`src/rtl/rca_pkg.sv`:
```
package rca_pkg;
  typedef enum logic [1:0] {
    ST_IDLE = 2'd0,
    ST_RUN  = 2'd1,
    ST_FIN  = 2'd2
  } rca_state_t;
endpackage

```
`src/rtl/rca_table.sv`:
```
module rca_table #(
  parameter int STAGES = 4,
  parameter int SLOTS  = 8,
  localparam int SW    = (STAGES > 1) ? $clog2(STAGES) : 1
) (
  input  logic                      clk,
  input  logic                      rst,
  input  logic                      we,
  input  logic                      lock,
  input  logic [SW-1:0]             sel,
  input  logic [SLOTS-1:0]          bits,
  output logic [STAGES*SLOTS-1:0]   flat
);
  logic [SLOTS-1:0] mem [STAGES];

  always_ff @(posedge clk) begin
    if (rst) begin
      for (int s = 0; s < STAGES; s++) mem[s] <= '0;
    end else if (we && !lock) begin
      mem[sel] <= bits;
    end
  end

  for (genvar g = 0; g < STAGES; g++) begin : g_flat
    assign flat[g*SLOTS +: SLOTS] = mem[g];
  end

  // the table is frozen while an analysis run holds the lock
  p_table_frozen_r7: assert property (@(posedge clk) disable iff (rst)
    lock |=> $stable(flat));
endmodule

```
`src/rtl/rca_overlap.sv`:
```
module rca_overlap #(
  parameter int STAGES = 4,
  parameter int SLOTS  = 8,
  localparam int KW    = $clog2(SLOTS)
) (
  input  logic [STAGES*SLOTS-1:0] flat,
  input  logic [KW-1:0]           k,
  output logic                    hit
);
  logic [STAGES-1:0] stage_hit;

  for (genvar g = 0; g < STAGES; g++) begin : g_stage
    logic [SLOTS-1:0] row;
    logic [SLOTS-1:0] shifted;
    assign row       = flat[g*SLOTS +: SLOTS];
    assign shifted   = row << k;
    assign stage_hit[g] = |(row & shifted);
  end

  assign hit = |stage_hit;
endmodule

```
`src/rtl/rca_sequencer.sv`:
```
module rca_sequencer
  import rca_pkg::*;
#(
  parameter int SLOTS = 8,
  localparam int KW   = $clog2(SLOTS),
  localparam int LAT  = SLOTS - 1
) (
  input  logic          clk,
  input  logic          rst,
  input  logic          start,
  output logic          busy,
  output logic          done,
  output logic          eval,
  output logic          clear,
  output logic [KW-1:0] k
);
  rca_state_t state;

  always_ff @(posedge clk) begin
    if (rst) begin
      state <= ST_IDLE;
      k     <= KW'(1);
    end else begin
      case (state)
        ST_RUN: begin
          if (k == KW'(LAT)) state <= ST_FIN;
          else               k     <= k + KW'(1);
        end
        default: begin
          if (start) begin
            state <= ST_RUN;
            k     <= KW'(1);
          end
        end
      endcase
    end
  end

  assign busy  = (state == ST_RUN);
  assign done  = (state == ST_FIN);
  assign eval  = busy;
  assign clear = start && !busy;

  // only offsets 1..LAT are visited
  p_k_range_r9: assert property (@(posedge clk) disable iff (rst)
    busy |-> (k >= KW'(1)) && (k <= KW'(LAT)));
  // the last offset is followed by done
  p_done_after_last_r5: assert property (@(posedge clk) disable iff (rst)
    (busy && k == KW'(LAT)) |=> (done && !busy));
  // done holds without a start
  p_done_hold_r6: assert property (@(posedge clk) disable iff (rst)
    (done && !start) |=> done);
  // a run keeps stepping whatever start does
  p_run_steps_r8: assert property (@(posedge clk) disable iff (rst)
    (busy && k != KW'(LAT)) |=> (busy && k == $past(k) + KW'(1)));
endmodule

```
`src/rtl/rca_result.sv`:
```
module rca_result #(
  parameter int SLOTS = 8,
  localparam int KW   = $clog2(SLOTS),
  localparam int LAT  = SLOTS - 1
) (
  input  logic           clk,
  input  logic           rst,
  input  logic           clear,
  input  logic           eval,
  input  logic [KW-1:0]  k,
  input  logic           hit,
  output logic [LAT-1:0] vec
);
  always_ff @(posedge clk) begin
    if (rst || clear) begin
      vec <= '0;
    end else if (eval) begin
      for (int i = 0; i < LAT; i++) begin
        if (k == KW'(i + 1)) vec[i] <= hit;
      end
    end
  end

  // the vector holds outside a run
  p_vec_hold_r6: assert property (@(posedge clk) disable iff (rst)
    (!eval && !clear) |=> $stable(vec));
  // an accepted start empties the vector
  p_vec_clear_r6: assert property (@(posedge clk) disable iff (rst)
    clear |=> (vec == '0));
endmodule

```
`src/rtl/rsv_collide_top.sv`:
```
module rsv_collide_top #(
  parameter int STAGES = 4,
  parameter int SLOTS  = 8,
  localparam int SW    = (STAGES > 1) ? $clog2(STAGES) : 1,
  localparam int KW    = $clog2(SLOTS),
  localparam int LAT   = SLOTS - 1
) (
  input  logic             clk,
  input  logic             rst,
  input  logic             row_we,
  input  logic [SW-1:0]    row_sel,
  input  logic [SLOTS-1:0] row_bits,
  input  logic             start,
  output logic             busy,
  output logic             done,
  output logic [LAT-1:0]   coll_vec
);
  logic [STAGES*SLOTS-1:0] flat;
  logic                    eval;
  logic                    clear;
  logic [KW-1:0]           k;
  logic                    hit;

  rca_table #(.STAGES(STAGES), .SLOTS(SLOTS)) u_table (
    .clk(clk), .rst(rst), .we(row_we), .lock(busy),
    .sel(row_sel), .bits(row_bits), .flat(flat)
  );

  rca_sequencer #(.SLOTS(SLOTS)) u_seq (
    .clk(clk), .rst(rst), .start(start), .busy(busy), .done(done),
    .eval(eval), .clear(clear), .k(k)
  );

  rca_overlap #(.STAGES(STAGES), .SLOTS(SLOTS)) u_ovl (
    .flat(flat), .k(k), .hit(hit)
  );

  rca_result #(.SLOTS(SLOTS)) u_res (
    .clk(clk), .rst(rst), .clear(clear), .eval(eval),
    .k(k), .hit(hit), .vec(coll_vec)
  );

  // nothing is reported while reset is held
  p_reset_quiet_r1: assert property (@(posedge clk)
    $past(rst) |-> (!busy && !done && coll_vec == '0));
endmodule

```
`config.mk`:
```
export PLATFORM = sky130hd
export DESIGN_NAME = rsv_collide_top
export DESIGN_NICKNAME = d
export VERILOG_FILES = /design/src/rtl/rca_pkg.sv /design/src/rtl/rca_table.sv /design/src/rtl/rca_overlap.sv /design/src/rtl/rca_sequencer.sv /design/src/rtl/rca_result.sv /design/src/rtl/rsv_collide_top.sv
export SDC_FILE = /design/constraint.sdc
export NUM_CORES = 1
export LEC_CHECK = 0
export ABC_AREA = 1
export BUFFER_PORTS_ARGS = -buffer_cell sky130_fd_sc_hd__buf_2
export CAP_MARGIN = 20
export CORE_MARGIN = 2
export CORE_UTILIZATION = 54
export DETAILED_ROUTE_END_ITERATION = 10
export HOLD_SLACK_MARGIN = 0.03
export PLACE_DENSITY = 0.74
export SYNTH_ARGS = -nofsm -noshare
export SYNTH_HDL_FRONTEND = slang
export SYNTH_SLANG_ARGS = --single-unit
```
`constraint.sdc`:
```
create_clock -name clk -period 1.9 [get_ports clk]
set_input_delay 0.095 -clock clk [delete_from_list [all_inputs] [get_ports clk]]
set_output_delay 0.095 -clock clk [all_outputs]
set_load 0.05 [all_outputs]
```
Word level (Yosys, flattened, before mapping)
Memory sizes are Yosys's and may differ from the RTL's.
Cells that the tools add are included.

storage, ports and cells
  word-level logic and storage cells = 60
  bits in registers = 12
  memories = 1
  bits of input ports = 14
  memory bits (writable) = 32

memories
  name         words  width  rd ports  clocked after memory_dff  write ports  line             RTL
  u_table.mem  4      8      4         0                         4            rca_table.sv:14  logic [SLOTS-1:0] mem [STAGES];

cells by class
  mux-type cells = 14
  shift-type cells = 4
  equal/unequal tests = 11
  bitwise gates (word level) = 4
  reductions and logical operators = 16
  add/subtract/negate cells = 1

operator list
  cell                                                    count
  bitwise AND 8 bit                                       4
  OR reduction 32 bit                                     1
  left shift 8 x 3 -> 8 bit                               4
  AND reduction 2 bit                                     9
  equality test 3 bit (second input constant)             4
  2-to-1 mux 3 bit                                        3
  2-to-1 mux 2 bit                                        4
  2-to-1 mux 8 bit                                        1
  OR reduction 8 bit                                      1
  equality test 3 x 2 -> 1 bit (second input constant)    2
  2-to-1 mux 1 bit                                        6
  adder 3 x 1 -> 3 bit (second input constant)            1
  equality test 3 x 1 -> 1 bit (second input constant)    1
  equality test 2 x 1 -> 1 bit (second input constant)    1
  equality test 2 bit (second input constant)             1
  logical AND 1 bit                                       2
  inequality test 2 x 1 -> 1 bit (second input constant)  1
  inequality test 2 bit (second input constant)           1
  nonzero test 2 bit                                      1
  logical NOT 1 bit                                       1
  logical OR 1 bit                                        1

Logic depth before layout (Yosys ltp)
Gate-level depths: netlist of the first run.

  depth in word-level cells = 8
  mapped depth = 15
  gate-level depth less buffers = 14

Modules after synthesis
A second synthesis of the first run with hierarchy kept.

second synthesis, totals
  cell total of the unflattened synthesis = 383
  area, all modules = 2,776.4 um^2

by module, submodules not included
  module         area each (um^2)  cells each  times used
  rca_table      1,233.7           88          1
  rca_overlap    964.7             214         1
  rca_result     320.3             49          1
  rca_sequencer  257.7             32          1

Worst setup path after synthesis of the first run
OpenSTA, ideal clock, no wires.

  path type = flip-flop to flip-flop
  start = reg u_seq.state[0]
  end = mem u_table.mem[1][0], enable pin
  path buffers = 0
  arrival time = 2.165 ns
  library setup time = 0.301 ns
  path slack = -0.566 ns
  required time = 1.599 ns
  cell stages (with the launch flop) = 10
  cells stage by stage = dfxtp_1 -> inv_1 -> nor2_1 -> inv_1 -> nand2_1 -> nor2_1 -> clkinv_1 -> nor2_1 -> nand2_1 -> nand2_1

RTL lines
  item                      line                 RTL
  start: declaration        rca_sequencer.sv:17  rca_state_t state;
  start signal: assignment  rca_sequencer.sv:21  state <= ST_IDLE;
  start signal: assignment  rca_sequencer.sv:26  if (k == KW'(LAT)) state <= ST_FIN;
  start signal: assignment  rca_sequencer.sv:31  state <= ST_RUN;
  end: declaration          rca_table.sv:14

Final worst setup path of the first run
  start = reg u_seq.k[1]
  end = reg u_res.vec[5]

on the way
  cells in the longest elaborated chain, start to end = 3
  elaborated cells between the ends (all ways) = 11

RTL lines
  item                            line                 RTL
  start: declaration              rca_sequencer.sv:15  output logic [KW-1:0] k
  start signal: assignment        rca_sequencer.sv:27  else k <= k + KW'(1);
  left shift 8 x 3 -> 8 bit       rca_overlap.sv:16    assign shifted = row << k;
  bitwise AND 8 bit               rca_overlap.sv:17    assign stage_hit[g] = |(row & shifted);
  OR reduction 32 bit             rca_overlap.sv:20    assign hit = |stage_hit;
  end signal: indexed assignment  rca_result.sv:19     if (k == KW'(i + 1)) vec[i] <= hit;
  end: declaration                rca_result.sv:12     output logic [LAT-1:0] vec

Several ways; a longest one is shown, not always the timed one.
A chain may end at the register's enable or synchronous reset.

==> summary.md, run 1 <==
| Metric | Value |
|---|---|
| Status | `complete, no violations` |
| Endpoints failing setup | `0` |
| Post-synthesis cell type count | `26` |
| CP Launch Point | `u_seq.k[1]` |
| Clk Latency, worst-skew pair | `0.30 ns` |
| CTS max path bufs | `2` |
| Drc violations | `0` |
| Routed WL per cell | `12.7 um` |
| Syn_nets | `444` |
| Power consumption | `2.41 mW` |
| Asr flop ratio synth | `0` |
| Worst Min Path Start | `rst` |
| Synthesized cell area | `0.00290 sq mm` |
| CP Launch Type | `register` |
| Fraction of layout cells with a size suffix above 1 | `0.138` |
| CTS sink count | `44` |
| Crit path DAT | `1.96 ns` |
| HPWL after detailed placement | `4.94 mm` |
| Post-Synth Adder-Cell Area | `0.0259` |
| Critical Path RT | `2.11 ns` |
| Static Leakage | `1.65 nW` |
| Multi-input gate area | `0.00144 sq mm` |
| Htree depth | `2` |
| Critical path's top delay family | `simple AND/OR/NAND/NOR gates` |
| Reg area | `0.00120 sq mm` |
| Setup TNS | `0 ns` |
| Boundary Pins | `23` |
| Final instance area | `0.00330 sq mm` |
| Iter 0 DRT Violations | `284` |
| Multiplexer area fraction after synthesis | `0` |
| Seq pwr share | `0.463` |
| Row cnt | `26` |
| Vias/cell | `5.40` |
| Max incr delay on CP | `0.36 ns` |
| Slowest-stage cell, CP | `dfxtp_2` |
| CTS Buf Count | `5` |
| Starting density of the core | `0.564` |
| Core ar. | `0.00514 sq mm` |
| Endpoint of the worst hold path | `u_seq.k[1]` |
| Net Sw Power | `741 uW` |
| N_diodes | `0` |
| Die Footprint | `0.00597 sq mm` |
| Crit path kind | `reg -> reg` |
| Clk network pwr share | `0.309` |
| Total Wirelength | `6.67 mm` |
| Die Y | `77.3 um` |
| Final Hold Fails | `0` |
| Max Cap Viol | `0` |
| Max FO, Critical Path | `15` |
| Synthesis warning total | `0` |
| Sw frac | `0.308` |
| Final WS setup | `0.145 ns` |
| Die width | `77.3 um` |
| Pin count of the biggest net entering global routing | `26` |
| Vias in the first global route | `2593` |
| Critical path endpoint category | `register` |
| DR vias | `2845` |
| PortBufs | `22` |
| CTS tree | `done` |
| R2R Path Start | `u_seq.k[1]` |
| Syn avg cell area | `6.83 sq um` |
| GRT overflow | `0` |
| First-pass GRT wire length | `11.7 mm` |
| Reg-to-reg slack, setup | `0.14 ns` |
| Max Slew Vio Count | `0` |
| Hold Crit Depth | `2` |
| Crit path cell chain | `buf_6, nor2_4, buf_4, nand2_1, nand3_1, nand2_1, nand2_1, nand2_1, nor2_1, nand2_1, nor2_4, nand3_1, nand2_1, inv_1` |
| Clock Skews | `0.00448 ns` |
| Post-synth EDFFs | `32` |
| DRT antenna net count | `0` |
| Initial antenna violation count | `0` |
| Max Fclk | `0.570 GHz` |
| Register area share after synthesis | `0.415` |
| Reg-to-Reg End | `u_res.vec[5]` |
| Slew @ Worst Pin | `0.294 ns` |
| Total GRT Usage | `0.243` |
| Part of the cycle the worst path needs | `0.924` |
| Most Frequent Cell on Critical Path | `nand2_1` |
| Worst hold path class | `in -> reg` |
| CP bufs+invs | `3` |
| Clock slew at reported path FFs | `0.09 ns` |
| Int Pwr | `1.67 mW` |
| Synth-to-layout area growth | `13.9%` |
| RSZ-0062 raised after global routing | `no` |
| GPL Wtd Cong | `0.887` |
| Synth Area in Compound Gates | `0.0302` |
| Comb pwr share | `0.228` |
| Synth Area in XOR/XNOR | `0.00302` |
| Synth Area in Simple Gates | `0.430` |
| Fin util | `0.642` |
| Synth Instances | `424` |
| Place WS | `0.0943 ns` |
| Combinational family with the most area after synthesis | `simple AND/OR/NAND/NOR gates` |
| Placed cell area | `0.00314 sq mm` |
| # nets final | `476` |
| Root buf cell | `clkbuf_8` |
| Synth Register Bits | `44` |
| Most used DFF post-synth | `edfxtp_1` |
| P per Cell Area | `730 mW/mm^2` |
| Worst slew margin | `0.802` |
| First-pass DRT Iterations | `7` |
| Tmin final | `1.76 ns` |
| Worst IR Drop VDD | `0.000554 V` |
| FILL cells | `500` |
| Reg2Reg Depth | `14` |
[flip-flops by register name, indices dropped and copies added, names as in the netlist]
| name | count |
|---|---|
| u_table.mem | 32 |
| u_seq.state | 2 |
| u_seq.k | 3 |
| u_res.vec | 7 |
[cells in the final DEF, fill, tap and decap left out]
cell	Yosys	final
a21oi_1	6	6
inv_1	43	43
nand2_1	151	149
a211oi_1	1	1
o31ai_1	1	1
nand4_1	11	11
or2_2	1	1
buf_2	7	22
bufinv_16	0	1
nor2_2	1	2
buf_4	2	17
dfxtp_1	12	10
ha_1	6	6
nand2_2	0	2
edfxtp_1	32	32
clkinvlp_4	0	1
clkinv_1	2	2
o21a_1	2	2
clkbuf_8	0	5
inv_4	0	2
buf_6	3	3
nor3_1	15	15
dfxtp_2	0	2
nor2_4	2	4
xor2_1	1	1
a21boi_0	1	1
o21ai_0	4	4
nand3_1	61	61
nor2_1	52	49
inv_6	0	1
[logic make-up after synthesis]
family / after synthesis
XOR/XNOR: 1
AO/OA/AOI/OAI: 15
AND/OR/NAND/NOR: 294
flip-flops: 44
adder cells (fa/ha/maj): 6
buffers and inverters: 64
[worst max path at each step]
stage                                    to  slack [ns]  cells after the start
after floorplan           u_table.mem[1][0]        0.03                      9
after global placement         u_res.vec[5]         0.1                     13
after detailed placement       u_res.vec[5]        0.09                     12
after CTS                      u_res.vec[5]        0.08                     13
after global routing           u_res.vec[6]      0.0003                     14
final                          u_res.vec[5]        0.14                     14
[layout make-up]
class | instances | share of cell area
Timing Repair Buffer | 42 | 0.0823
Clock buffer | 5 | 0.0209
Tap cell | 70 | 0.0265
Clock inverter | 3 | 0.0140
Multi-Input combinational cell | 316 | 0.436
Sequential cell | 44 | 0.365
Inverter | 47 | 0.0550
[what timing repair did]
action	4_1_cts	5_1_grt
setup endpoints to repair	0	23
buffers inserted	0	1
resized for setup	0	13
hold buffers	0	0
[routing by layer]
layer | vias up | part of all wire | track usage
met1 | 1257 | 0.43 | 0.321
met2 | 142 | 0.47 | 0.402
li1 | 1436 | - | -
met3 | 10 | 0.079 | 0.0447
met4 | 0 | 0.016 | 0.0839
met5 | - | 0 | 0
[cells in the mapped netlist (6+ instances only)]
library cell / n / area (sq um)
a21oi_1: 6 / 30.0
buf_2: 7 / 35.0
dfxtp_1: 12 / 240
edfxtp_1: 32 / 961
ha_1: 6 / 75.1
inv_1: 43 / 161
nand2_1: 151 / 567
nand3_1: 61 / 305
nand4_1: 11 / 68.8
nor2_1: 52 / 195
nor3_1: 15 / 75.1
[stage by stage]
step                hold slack (ns)  std cells
finish                       0.0588        527
detailed placement            0.393        518
global placement              0.393        518
floorplan                     0.164        424
CTS                          0.0646        526
global route                 0.0692        527
[worst register-to-register path, delay by kind of cell (launching register included)]
| kind | cells | cell delay, ns |
|---|---|---|
| DFF | 1 | 0.36 |
| and+or+nand+nor | 11 | 0.95 |
| buffers and inverters | 3 | 0.34 |
[power by group through the flow]
stage	Combinational (mW)	Clock, mW	Sequential [mW]
floorplan	0.396	0	1.13
global placement	0.515	0	1.13
detailed placement	0.523	0	1.13
CTS	0.526	0.741	1.11
global route	0.631	0.779	1.12
finish	0.549	0.745	1.11
(Power assumes the default switching activity.)
==> run 2, diff against run 1 <==
--- a/config.mk
+++ b/config.mk
@@ -9,10 +9,12 @@
 export BUFFER_PORTS_ARGS = -buffer_cell sky130_fd_sc_hd__buf_2
 export CAP_MARGIN = 20
 export CORE_MARGIN = 2
-export CORE_UTILIZATION = 54
+export CORE_UTILIZATION = 60
 export DETAILED_ROUTE_END_ITERATION = 10
+export GPL_ROUTABILITY_DRIVEN = 0
 export HOLD_SLACK_MARGIN = 0.03
-export PLACE_DENSITY = 0.74
+export PLACE_DENSITY = 0.78
+export RECOVER_POWER = 50
 export SYNTH_ARGS = -nofsm -noshare
 export SYNTH_HDL_FRONTEND = slang
 export SYNTH_SLANG_ARGS = --single-unit
==> constraint.sdc (replaced) <==
create_clock -name clk -period 2.2 [get_ports clk]
set_input_delay 0.11 -clock clk [delete_from_list [all_inputs] [get_ports clk]]
set_output_delay 0.11 -clock clk [all_outputs]
set_load 0.05 [all_outputs]
==> run 2 against run 1 <==
  * Sequential cell count is the same
  * Register-to-register slack gained 0.16 ns
  * Global-route usage grew 1.7 points
  * Core utilization grew 3.3 points
  * Clock power shrank 16%
  * Combinational power shrank 19%
  * Cell area shrank 4.1%
  * Maximum frequency shrank 7.2%
  * Sequential power shrank 13%
  * Sequential share of layout area grew 1.5 points
==> summary.md, run 2 (synthesized netlist as in run 1, its figures left out) <==
| Metric | Value |
|---|---|
| HPWL after detailed placement | `4.73 mm` |
| Fraction of layout cells with a size suffix above 1 | `0.0802` |
| First-pass DRT Iterations | `5` |
| Starting density of the core | `0.618` |
| Max Cap Viol | `0` |
| First-pass GRT wire length | `10.8 mm` |
| Post-CTS Resized | `0` |
| Most used routing layer in global routing | `met2` |
| Tmin final | `1.89 ns` |
| P per Cell Area | `642 mW/mm^2` |
| GRT overflow | `0` |
| CP Launch Type | `register` |
| Worst IR Drop VDD | `0.000507 V` |
| Vias/cell | `5.54` |
| Place WS | `0.347 ns` |
| DRT antenna net count | `0` |
| Reg with most FFs | `u_table.mem` |
| Reg-to-Reg End | `u_table.mem[0][3]` |
| Clock slew at reported path FFs | `0.08 ns` |
| Status | `complete, no violations` |
| Met3 Usage GRT | `0.0508` |
| Total GRT Usage | `0.260` |
| Placed cell area | `0.00308 sq mm` |
| Synth-to-layout area growth | `9.24%` |
| Die width | `73.5 um` |
| Final Hold Fails | `0` |
| Static Leakage | `1.57 nW` |
| Critical path endpoint category | `register` |
| Setup TNS | `0 ns` |
| Critical path destination | `u_table.mem[0][3]` |
| Vias in the first global route | `2388` |
| Total Wirelength | `6.44 mm` |
| Die Y | `73.5 um` |
| Leading cell type in the layout, fill and taps excluded | `nand2_1` |
| Die Footprint | `0.00540 sq mm` |
| Final WS setup | `0.310 ns` |
| Core ar. | `0.00469 sq mm` |
| CTS Buf Count | `5` |
| Max Fclk | `0.529 GHz` |
| Crit path kind | `reg -> reg` |
| R2R Path Start | `u_seq.state[0]` |
| RSZ-0062 raised after global routing | `no` |
| Max reg flops | `32` |
| Boundary Pins | `23` |
| Final Hold Slack | `0.0886 ns` |
| # nets final | `468` |
| Row cnt | `25` |
| Endpoints failing setup | `0` |
| Pin count of the biggest net entering global routing | `32` |
| Final instance area | `0.00317 sq mm` |
| Post CTS Setup Buffer Count | `0` |
| Max incr delay on CP | `0.34 ns` |
| Slowest-stage cell, CP | `dfxtp_1` |
| Power consumption | `2.03 mW` |
| Routed WL per cell | `12.8 um` |
| DR vias | `2786` |
| Top flop regs | `u_table.mem: 32 flops, u_res.vec: 7 flops, u_seq.k: 3 flops` |
| Critical Path RT | `2.19 ns` |
| Part of the cycle the worst path needs | `0.859` |
| Max Slew Vio Count | `0` |
| GR met1 Demand/Resource | `0.351` |
| Initial antenna violation count | `0` |
| Met2 Resource Use GR | `0.426` |
| Reg-to-reg slack, setup | `0.31 ns` |
| Clk Latency, worst-skew pair | `0.30 ns` |
| Clock Skews | `0.00668 ns` |
| Iter 0 DRT Violations | `318` |
| Crit path DAT | `1.88 ns` |
| Reg2Reg Depth | `9` |
| N_diodes | `0` |
| Commonest cells after routing, fill and taps aside | `nand2_1, nand3_1, nor2_1` |
| CP Launch Point | `u_seq.state[0]` |
| Slew @ Worst Pin | `0.599 ns` |
| PortBufs | `22` |
| Max FO, Critical Path | `8` |
| CTS tree | `done` |
| CTS sink count | `44` |
| Root buf cell | `clkbuf_8` |
| Hold Buf Count CTS | `0` |
| Drc violations | `0` |
| CTS max path bufs | `2` |
| Crit path cell chain | `inv_1, nor2_1, inv_1, nand2_1, nor2_1, clkinv_1, nor2_1, nand2_1, nand2_1` |
| Htree depth | `2` |
| Worst hold path class | `in -> reg` |
| Worst slew margin | `0.602` |
[run 2: final cells by class]
cell class / count / area (sq um)
Tap cell: 54 / 67.6
Inverter: 47 / 176
Sequential cell: 44 / 1200
Multi-Input combinational cell: 316 / 1420
Clock inverter: 3 / 42.5
Timing Repair Buffer: 34 / 191
Clock buffer: 5 / 68.8
Fill cell: 421 / 1530
[run 2: worst min path at each step]
stage	start	endpoint	slack, ns	cells past startpoint
after floorplan	rst	u_seq.k[1]	0.18	1
after global placement	rst	u_seq.k[1]	0.40	2
after detailed placement	rst	u_seq.state[1]	0.41	2
after CTS	rst	u_seq.state[1]	0.09	2
after global routing	rst	u_seq.k[2]	0.10	2
final	rst	u_seq.state[1]	0.09	2
[run 2: per-layer routing]
layer	routed length, um	share of wire	up-vias
li1	-	-	1418
met1	2840	0.44	1240
met2	3050	0.47	118
met3	465	0.072	10
met4	86	0.013	0
met5	0	0	-
[run 2: through the flow]
stage | utilization | cells
3_3_place_gp | 0.656 | 495
2_1_floorplan | - | 424
3_5_place_dp | 0.656 | 495
6_report | 0.675 | 503
5_1_grt | 0.675 | 503
4_1_cts | 0.680 | 503
[run 2: power by group]
part / switching [mW] / internal [mW] / leakage (nW) / total, mW
sequential: 0.0306 / 0.931 / 0.430 / 0.961
combinational: 0.299 / 0.146 / 1.08 / 0.445
clock: 0.288 / 0.337 / 0.0558 / 0.625
total: 0.618 / 1.41 / 1.57 / 2.03
[run 2: worst max-delay path, delay by kind of cell (launching register included)]
family | cells | cell delay, ns
buffers and inverters | 3 | 0.36
AND/OR/NAND/NOR | 6 | 0.89
flip-flops | 1 | 0.34
==> run 3, diff against run 2 <==
==> constraint.sdc (replaced) <==
create_clock -name clk -period 2.4 [get_ports clk]
set_input_delay 0.12 -clock clk [delete_from_list [all_inputs] [get_ports clk]]
set_output_delay 0.12 -clock clk [all_outputs]
set_load 0.05 [all_outputs]
==> run 3 against run 2 <==
  * Wire length decreased by 0.28%
  * Sequential cell count did not move
  * Maximum frequency down 9.9%
  * Global-route usage down 1.0 points
  * Critical path depth unchanged
  * Non-clock buffer count down 4
  * Total power is 14% lower
  * Critical path type unchanged
  * Cell area fell by 2.1%
  * Sequential share of layout area up 0.81 points
==> summary.md, run 3 (synthesized netlist as in run 1, its figures left out) <==
| Metric | Value |
|---|---|
| Crit path cell chain | `inv_1, nor2_1, inv_1, nand2_1, nor2_1, clkinv_1, nor2_1, nand2_1, nand2_1` |
| First-pass DRT Iterations | `5` |
| Worst IR Drop VDD | `0.000320 V` |
| Total Wirelength | `6.42 mm` |
| Drc violations | `0` |
| Starting density of the core | `0.618` |
| Reg with most FFs | `u_table.mem` |
| CTS Buf Count | `5` |
| Worst slew margin | `0.598` |
| Iter 0 DRT Violations | `275` |
| Row cnt | `25` |
| Synth-to-layout area growth | `6.95%` |
| Clk Latency, worst-skew pair | `0.30 ns` |
| Total GRT Usage | `0.250` |
| CP Launch Type | `register` |
| Status | `complete, no violations` |
| R2R Path Start | `u_seq.state[0]` |
| Max Fclk | `0.477 GHz` |
| Crit path DAT | `2.09 ns` |
| Die Y | `73.5 um` |
| Worst Min Path Start | `rst` |
| Static Leakage | `1.53 nW` |
| Core ar. | `0.00469 sq mm` |
| CTS max path bufs | `2` |
| Place WS | `0.436 ns` |
| Final Hold Fails | `0` |
| Max reg flops | `32` |
| Endpoint of the worst hold path | `u_seq.state[1]` |
| Routed WL per cell | `12.9 um` |
| Max Cap Viol | `0` |
| GRT overflow | `0` |
| RSZ-0062 raised after global routing | `no` |
| Vias/cell | `5.52` |
| Hold Crit Depth | `2` |
| # nets final | `464` |
| Clock slew at reported path FFs | `0.09 ns` |
| DR vias | `2753` |
| Slew @ Worst Pin | `0.603 ns` |
| Final WS setup | `0.302 ns` |
| Fin cells | `499` |
| Pin count of the biggest net entering global routing | `32` |
| CP bufs+invs | `3` |
| # placed instances | `491` |
| Critical path endpoint category | `register` |
| Worst hold path class | `in -> reg` |
| Leading cell type in the layout, fill and taps excluded | `nand2_1` |
| HPWL after detailed placement | `4.61 mm` |
| Reg-to-Reg End | `u_table.mem[0][5]` |
| Initial antenna violation count | `0` |
| Max incr delay on CP | `0.34 ns` |
| CTS sink count | `44` |
| Max Slew Vio Count | `0` |
| P per Cell Area | `567 mW/mm^2` |
| Endpoints failing setup | `0` |
| Tmin final | `2.10 ns` |
| Reg2Reg Depth | `9` |
| Clock Skews | `0.00864 ns` |
| Hold Buf Count CTS | `0` |
| Part of the cycle the worst path needs | `0.874` |
| Commonest cells after routing, fill and taps aside | `nand2_1, nand3_1, nor2_1` |
| Vias in the first global route | `2258` |
| PortBufs | `22` |
| Post CTS Setup Buffer Count | `0` |
| First-pass GRT wire length | `10.3 mm` |
| Top flop regs | `u_table.mem: 32 flops, u_res.vec: 7 flops, u_seq.k: 3 flops` |
| Crit path kind | `reg -> reg` |
| Boundary Pins | `23` |
| Fraction of layout cells with a size suffix above 1 | `0.0697` |
| N_diodes | `0` |
| Critical Path RT | `2.39 ns` |
| Critical path's top delay family | `simple AND/OR/NAND/NOR gates` |
| Htree depth | `2` |
| Max FO, Critical Path | `9` |
| Post-CTS Resized | `0` |
| Reg-to-reg slack, setup | `0.30 ns` |
| DRT antenna net count | `0` |
| CTS tree | `done` |
| Setup TNS | `0 ns` |
| Root buf cell | `clkbuf_8` |
| Die Footprint | `0.00540 sq mm` |
| Slowest-stage cell, CP | `dfxtp_1` |
| Die width | `73.5 um` |
run 3: cell count changes in the layout (fill, tap and decap cells not counted):
cell | before | now
buf_12 | 1 | 0
buf_4 | 8 | 5
clkbuf_1 | 11 | 13
clkinvlp_4 | 0 | 1
clkinv_1 | 3 | 2
clkbuf_2 | 1 | 0
bufinv_16 | 1 | 0
run 3: worst max path at each step:
stage	from	to	slack (ns)	depth (start not counted)
floorplan	u_seq.state[0]	u_table.mem[1][0]	0.29	9
global placement	u_seq.state[0]	u_table.mem[0][1]	0.49	9
detailed placement	u_seq.state[0]	u_table.mem[0][0]	0.44	9
CTS	u_seq.state[0]	u_table.mem[0][5]	0.41	9
global route	u_seq.state[0]	u_table.mem[2][7]	0.11	8
finish	u_seq.state[0]	u_table.mem[0][5]	0.30	9
run 3: worst register-to-register path, stage by stage (launching register included):
cell      delay (ns)
dfxtp_1         0.34
inv_1           0.06
nor2_1          0.32
inv_1           0.25
nand2_1         0.15
nor2_1          0.05
clkinv_1        0.06
nor2_1          0.04
nand2_1         0.23
nand2_1         0.28
run 3: per-stage QoR:
stage | hold WS (ns) | utilization | instance area [sq um] | power, mW
floorplan | 0.189 | - | 2900 | 1.21
global placement | 0.415 | 0.647 | 3040 | 1.29
detailed placement | 0.415 | 0.647 | 3040 | 1.30
CTS | 0.0923 | 0.666 | 3120 | 1.76
global route | 0.0985 | 0.661 | 3100 | 1.85
finish | 0.0971 | 0.661 | 3100 | 1.76
run 3: area by class of cell:
cell class                 instances  area (sq um)
multi-input combinational        316          1420
clock buffer                       6          72.6
inverter                          47           176
timing repair buffer              30           148
clock inverter                     2          16.3
tap                               54          67.6
sequential                        44          1200
fill                             442          1590
run 3: routing by layer:
layer | GRT usage | vias up | share of wire
met4 | 0.0848 | 0 | 0.019
met2 | 0.405 | 89 | 0.47
met5 | 0 | - | 0
li1 | - | 1416 | -
met1 | 0.339 | 1238 | 0.45
met3 | 0.0425 | 10 | 0.055
run 3: power breakdown:
part	internal, mW	switching [mW]	leakage [nW]
clock	0.207	0.271	0.0414
sequential	0.853	0.0272	0.430
combinational	0.126	0.271	1.06
total	1.19	0.570	1.53
